===== config.mk =====
export PLATFORM = sky130hd
export DESIGN_NAME = fp_operand_unpack
export DESIGN_NICKNAME = d
export VERILOG_FILES = /design/src/rtl/fpu_unpack_pkg.sv /design/src/rtl/fp_field_split.sv /design/src/rtl/fp_lzc.sv /design/src/rtl/fp_class_norm.sv /design/src/rtl/fp_operand_unpack.sv
export SDC_FILE = /design/constraint.sdc
export NUM_CORES = 1
export LEC_CHECK = 0
export BUFFER_PORTS_ARGS = -buffer_cell sky130_fd_sc_hd__buf_2
export CORE_ASPECT_RATIO = 1.2
export CORE_MARGIN = 8
export CORE_UTILIZATION = 45
export DETAILED_ROUTE_END_ITERATION = 6
export PLACE_DENSITY = 0.69
export SLEW_MARGIN = 20
export SYNTH_ARGS = -nofsm -noshare
export SYNTH_HDL_FRONTEND = slang
export SYNTH_SLANG_ARGS = --single-unit
export TNS_END_PERCENT = 30

===== constraint.sdc =====
create_clock -name clk -period 1.2 [get_ports clk]
set_input_delay 0.12 -clock clk [delete_from_list [all_inputs] [get_ports clk]]
set_output_delay 0.12 -clock clk [all_outputs]
set_load 0.02 [all_outputs]

===== src/rtl/fpu_unpack_pkg.sv =====
package fpu_unpack_pkg;

  localparam int DP_W      = 64;
  localparam int DP_EXP_W  = 11;
  localparam int DP_FRAC_W = 52;
  localparam int SP_W      = 32;
  localparam int SP_EXP_W  = 8;
  localparam int SP_FRAC_W = 23;
  localparam int GUARD_W   = 3;
  localparam int MANT_W    = DP_FRAC_W + 1 + GUARD_W;
  localparam int EXP_OUT_W = 13;
  localparam int LZ_W      = $clog2(DP_W);

  typedef enum logic [1:0] {
    CLS_NORM = 2'd0,
    CLS_ZERO = 2'd1,
    CLS_INF  = 2'd2,
    CLS_NAN  = 2'd3
  } fp_class_e;

  typedef struct packed {
    logic                        sign;
    logic signed [EXP_OUT_W-1:0] exp;
    logic [MANT_W-1:0]           mant;
    fp_class_e                   cls;
  } unpacked_t;

endpackage


===== src/rtl/fp_field_split.sv =====
module fp_field_split
  import fpu_unpack_pkg::*;
#(
  parameter bit SP_EN = 1'b1
) (
  input  logic [DP_W-1:0]     word_i,
  input  logic                sp_req_i,
  output logic                sign_o,
  output logic [DP_EXP_W-1:0] efld_o,
  output logic [DP_W-1:0]     frac_o,
  output logic                sp_o
);

  localparam int SP_EPAD = DP_EXP_W - SP_EXP_W;
  localparam int SP_FPAD = DP_W - SP_FRAC_W;
  localparam int DP_FPAD = DP_W - DP_FRAC_W;

  logic                dp_sign, sp_sign;
  logic [DP_EXP_W-1:0] dp_efld, sp_efld;
  logic [DP_W-1:0]     dp_frac, sp_frac;

  assign dp_sign = word_i[DP_W-1];
  assign dp_efld = word_i[DP_W-2 -: DP_EXP_W];
  assign dp_frac = {{DP_FPAD{1'b0}}, word_i[DP_FRAC_W-1:0]};

  assign sp_sign = word_i[SP_W-1];
  assign sp_efld = {{SP_EPAD{1'b0}}, word_i[SP_W-2 -: SP_EXP_W]};
  assign sp_frac = {{SP_FPAD{1'b0}}, word_i[SP_FRAC_W-1:0]};

  generate
    if (SP_EN) begin : g_dual
      assign sp_o = sp_req_i;
      always_comb begin
        if (sp_req_i) begin
          sign_o = sp_sign;
          efld_o = sp_efld;
          frac_o = sp_frac;
        end else begin
          sign_o = dp_sign;
          efld_o = dp_efld;
          frac_o = dp_frac;
        end
      end
    end else begin : g_dp_only
      logic unused_sp;
      assign unused_sp = sp_req_i ^ sp_sign ^ (|sp_efld) ^ (|sp_frac);
      assign sp_o   = 1'b0;
      assign sign_o = dp_sign;
      assign efld_o = dp_efld;
      assign frac_o = dp_frac;
    end
  endgenerate

endmodule


===== src/rtl/fp_lzc.sv =====
module fp_lzc #(
  parameter int W = 64,
  localparam int LG = $clog2(W)
) (
  input  logic [W-1:0]  vec_i,
  output logic [LG-1:0] cnt_o
);

  logic [LG:0][W-1:0] win;

  assign win[0] = vec_i;

  generate
    for (genvar g = 0; g < LG; g++) begin : g_step
      localparam int SPAN = 1 << (LG - 1 - g);
      logic empty;
      assign empty      = ~|win[g][W-1 -: SPAN];
      assign win[g+1]   = empty ? (win[g] << SPAN) : win[g];
      assign cnt_o[LG-1-g] = empty;
    end
  endgenerate

endmodule


===== src/rtl/fp_class_norm.sv =====
module fp_class_norm
  import fpu_unpack_pkg::*;
(
  input  logic                sign_i,
  input  logic [DP_EXP_W-1:0] efld_i,
  input  logic [DP_W-1:0]     frac_i,
  input  logic                sp_i,
  input  logic [LZ_W-1:0]     lz_i,
  output unpacked_t           res_o
);

  localparam int SHW     = LZ_W + 1;
  localparam int DP_BIAS = (1 << (DP_EXP_W - 1)) - 1;
  localparam int SP_BIAS = (1 << (SP_EXP_W - 1)) - 1;
  localparam int DP_LEAD = DP_FRAC_W + GUARD_W;
  localparam int SP_LEAD = SP_FRAC_W + GUARD_W;
  localparam logic [DP_EXP_W-1:0] DP_EMAX = {DP_EXP_W{1'b1}};
  localparam logic [DP_EXP_W-1:0] SP_EMAX =
    {{(DP_EXP_W - SP_EXP_W){1'b0}}, {SP_EXP_W{1'b1}}};
  localparam logic [SHW-1:0] DP_SUB_OFF = SHW'(DP_W - 1 - DP_LEAD);
  localparam logic [SHW-1:0] SP_SUB_OFF = SHW'(DP_W - 1 - SP_LEAD);

  logic [DP_EXP_W-1:0]         emax;
  logic signed [EXP_OUT_W-1:0] bias;
  logic [DP_W-1:0]             implied;
  logic [SHW-1:0]              sub_sh;
  logic [DP_W-1:0]             norm_m, sub_m, spec_m;
  logic signed [EXP_OUT_W-1:0] norm_e, sub_e;
  logic                        frac_zero;

  always_comb begin
    emax      = sp_i ? SP_EMAX : DP_EMAX;
    bias      = sp_i ? EXP_OUT_W'(SP_BIAS) : EXP_OUT_W'(DP_BIAS);
    implied   = sp_i ? (DP_W'(1) << SP_FRAC_W) : (DP_W'(1) << DP_FRAC_W);
    frac_zero = (frac_i == '0);
    sub_sh    = {1'b0, lz_i} - (sp_i ? SP_SUB_OFF : DP_SUB_OFF);
    norm_m    = (frac_i | implied) << GUARD_W;
    sub_m     = frac_i << sub_sh;
    spec_m    = frac_i << GUARD_W;
    norm_e    = $signed({{(EXP_OUT_W - DP_EXP_W){1'b0}}, efld_i}) - bias;
    sub_e     = EXP_OUT_W'(1 + GUARD_W) - bias
              - $signed({{(EXP_OUT_W - SHW){1'b0}}, sub_sh});
  end

  always_comb begin
    res_o.sign = sign_i;
    if (efld_i == emax) begin
      res_o.cls  = frac_zero ? CLS_INF : CLS_NAN;
      res_o.exp  = '0;
      res_o.mant = spec_m[MANT_W-1:0];
    end else if (efld_i == '0) begin
      if (frac_zero) begin
        res_o.cls  = CLS_ZERO;
        res_o.exp  = '0;
        res_o.mant = '0;
      end else begin
        res_o.cls  = CLS_NORM;
        res_o.exp  = sub_e;
        res_o.mant = sub_m[MANT_W-1:0];
      end
    end else begin
      res_o.cls  = CLS_NORM;
      res_o.exp  = norm_e;
      res_o.mant = norm_m[MANT_W-1:0];
    end
  end

endmodule


===== src/rtl/fp_operand_unpack.sv =====
module fp_operand_unpack
  import fpu_unpack_pkg::*;
#(
  parameter bit SP_EN = 1'b1
) (
  input  logic                 clk,
  input  logic                 rst_n,
  input  logic                 in_valid,
  input  logic [DP_W-1:0]      in_word,
  input  logic                 in_single,
  output logic                 out_valid,
  output logic                 out_sign,
  output logic [EXP_OUT_W-1:0] out_exp,
  output logic [MANT_W-1:0]    out_mant,
  output logic [1:0]           out_class
);

  logic                sp_sign;
  logic [DP_EXP_W-1:0] sp_efld;
  logic [DP_W-1:0]     sp_frac;
  logic                sp_mode;
  logic [LZ_W-1:0]     lz_cnt;
  unpacked_t           res_c;
  unpacked_t           bund_d, bund_q;
  logic                vld_d, vld_q;

  fp_field_split #(.SP_EN(SP_EN)) u_split (
    .word_i   (in_word),
    .sp_req_i (in_single),
    .sign_o   (sp_sign),
    .efld_o   (sp_efld),
    .frac_o   (sp_frac),
    .sp_o     (sp_mode)
  );

  fp_lzc #(.W(DP_W)) u_lzc (
    .vec_i (sp_frac),
    .cnt_o (lz_cnt)
  );

  fp_class_norm u_norm (
    .sign_i (sp_sign),
    .efld_i (sp_efld),
    .frac_i (sp_frac),
    .sp_i   (sp_mode),
    .lz_i   (lz_cnt),
    .res_o  (res_c)
  );

  always_comb begin
    vld_d  = in_valid;
    bund_d = bund_q;
    if (in_valid) begin
      bund_d = res_c;
    end
  end

  always_ff @(posedge clk or negedge rst_n) begin
    if (!rst_n) begin
      vld_q  <= 1'b0;
      bund_q <= '0;
    end else begin
      vld_q  <= vld_d;
      bund_q <= bund_d;
    end
  end

  assign out_valid = vld_q;
  assign out_sign  = bund_q.sign;
  assign out_exp   = bund_q.exp;
  assign out_mant  = bund_q.mant;
  assign out_class = bund_q.cls;

endmodule


==> out/metrics.yaml <==
rsz0062_at_grt: "true"
multiInputGateArea_um2: 7202
wl_per_cell_um: 26.14
rows: 54
cp_data_arrival_time_ps: 5140
yosys_warnings: 0
instances_no_fill: 1716
grt_max_degree: 49
coreArea_um2: 18110
tns_ps: -223730
final.setup.worst_slack_ps: -3695
area_growth_pct: 69.76
final_max_slew_viol_count: 0
synth_most_common_cell: "nor2_1"
crit_type: "input port to register"
drtAntennaViolNets: 0
drt_first_iter_violations: 1172
hold_ws_ps: 105.1
synthCells: 1028
start_util_pct: 45.54
die_h_um: 164.3
yosysUniqueCellTypes: 86
fin_nets: 1565
worstMarginPinSlew_ps: 664.0
avgSynthCellArea_um2: 8.021
die_w_um: 139.6
status: "finished, violations left"
min_from: "in_word[63]"
async_reset_ff_share_pct: 100.0
synth_top_area_share_pct: 22.15
regArea_um2: 1827
ioPinCount: 141
grt_overflow: 0
crit_path_start: "in_word[35]"
pre_cts_ws_ps: -3993
max-slew-margin-rel_pct: 55.68
clock_path_buffers: 2
synth-seq-cells: 73
violations: "DRC, setup timing"
gp_congestion: 1.038
wirelength_um: 44860
clk_pin_slew_ps: 80
cts-root-buf: "clkbuf_16"
vias_per_cell: 6.544
timing.max_cap.violations: 0
hpwl_um: 32710
cts.sinks: 73
die-area_um2: 22930
finalCritPeriodShare_pct: 407.9
worst_clock_skew_ps: 0
yosysSeqAreaShare_pct: 22.15
hold_viol_final: 0
num_vias: 11230
htreeDepth: 3
dr.pass1.iters: 7
synth_edf_count: 0
port-buffer-count: 140
p_leak_nw: 6.149
yosys-top-cells-count: "nor2_1 (152), nand2_1 (101), a21oi_1 (96)"
syn_nets: 1106
netlist_area_um2: 8245
clkLatencyLatePin_ps: 340
power.density_nw_per_um2: 1386
ir_worst_vdd_mv: 0.7385
cts_buffers: 9
r2r_start: "out_mant[48]"
grt_pass1_wl_um: 65390
cts_tree: "done"
yosys-top-cells-area: "dfrtp_1 (22%), mux4_2 (10%), mux2i_1 (7.3%)"
min_path_type: "input port to register"
fmax_mhz: 204.3
period_minus_slack_ps: 4895
grt_util_all_layers_pct: 37.51
drive_gt1_share_pct: 55.83
synth_ff_type: "dfrtp_1"
dp.cells: 1629
diodes: 0
cp-start-kind: "input port"
critPathRequiredTime_ps: 1450
nFillCells: 1282
grt_pass1_vias: 11000
antenna_found_initial: 0
worst-path-max-fanout: 8
end_kind: "register"
finalSetupViolations: 71
synth_top_cell_by_area: "dfrtp_1"
drc: 4
[sequential cells by signal, summed over array words and instances (netlist names)]
signal,count
out_exp,13
out_mant,56
out_class,2
out_valid,1
out_sign,1
[layer usage]
metal	vias to the layer above	GRT usage [%]	wire (µm)
li1	4783	-	-
met1	5370	44.27	16080
met2	820	61.24	20360
met3	257	8.433	5005
met4	0	24.12	3425
met5	-	0	0
[through the flow]
step / power [mW] / utilization, % / area (µm²)
after floorplan: 8.611 / - / 8569
after global placement: 12.73 / 64.27 / 11640
after detailed placement: 12.78 / 64.27 / 11640
after CTS: 17.72 / 72.84 / 13190
after global routing: 20.01 / 77.30 / 14000
final: 19.40 / 77.30 / 14000
[area by class of cell]
cell class / instances / area share, %
inverters: 24 / 0.6615
repair buffers: 538 / 30.55
clock inverters: 6 / 0.6436
multi-input cells: 841 / 51.45
well taps: 224 / 2.002
clock buffers: 10 / 1.636
flip-flops and latches: 73 / 13.05
[report_power, final]
group / internal, mW / switching, mW / leakage (nW)
Combinational: 6.58 / 6.93 / 5.13
Sequential: 2.68 / 0.124 / 0.868
Clock: 1.84 / 1.23 / 0.153
[cells in the final DEF (no fill, tap or decap), types with 10 or more instances in the layout]
cell type and count:
buf_2 133, mux2i_1 36, buf_12 27, o21ai_0 23, o21a_1 10, o21ai_1 19
nor2_2 21, mux2i_4 12, a21oi_2 23, buf_6 41, inv_1 19, nand2_2 13
o21ai_2 10, dfrtp_1 73, nor2_1 123, a31oi_1 13, mux2_4 16, and3_1 13
buf_4 329, a21oi_1 68, nand2_1 88, mux2i_2 12, mux4_2 38, nor3_1 14
nand3_1 24
[cells by family after synthesis]
family | count (synthesis) | share of synthesized area (%)
simple gates | 381 | 21.49
compound gates | 314 | 26.30
mux | 123 | 21.08
buf+inv | 114 | 5.994
flops | 73 | 22.15
xor+xnor | 13 | 1.381
fa+ha+maj | 10 | 1.609
[worst max-delay path, cell delays in order]
cell and delay (ps):
buf_2 140, nor4_4 330, and3_4 250, buf_4 150, a21oi_4 70, o21ai_0 250
a32o_2 280, inv_4 60, a221oi_2 240, o21ai_2 90, a21oi_2 130, o41ai_2 100
a31o_2 280, ha_4 170, ha_4 370, nor2b_1 100, a211oi_2 200, a21oi_1 90
mux2i_1 230, nor2_1 110, buf_4 150, nand2_1 40, o21ai_0 100, or4_4 430
or4_4 410, a41o_1 240
[path summary, 6_finish.rpt]
kind / end / slack (ps) / cells past startpoint
max reg2reg: out_mant[48] / 320 / 3
min in group asynchronous: out_mant[50] / 180 / 2
max: out_mant[48] / -3700 / 26
max in group asynchronous: out_exp[3] / 500 / 3
min: out_sign / 110 / 3
min reg2reg: out_mant[21] / 470 / 1
[repair_timing]
action                                  4_1_cts  5_1_grt
hold endpoints to repair                     73        0
hold buffers                                  1        0
gates resized for setup                     192      158
buffers inserted                             48       29
endpoints found under the setup margin       71       71
gates cloned                                  2        0
pin swaps                                    37       45
Note: power is estimated with default switching activity, not from simulation.
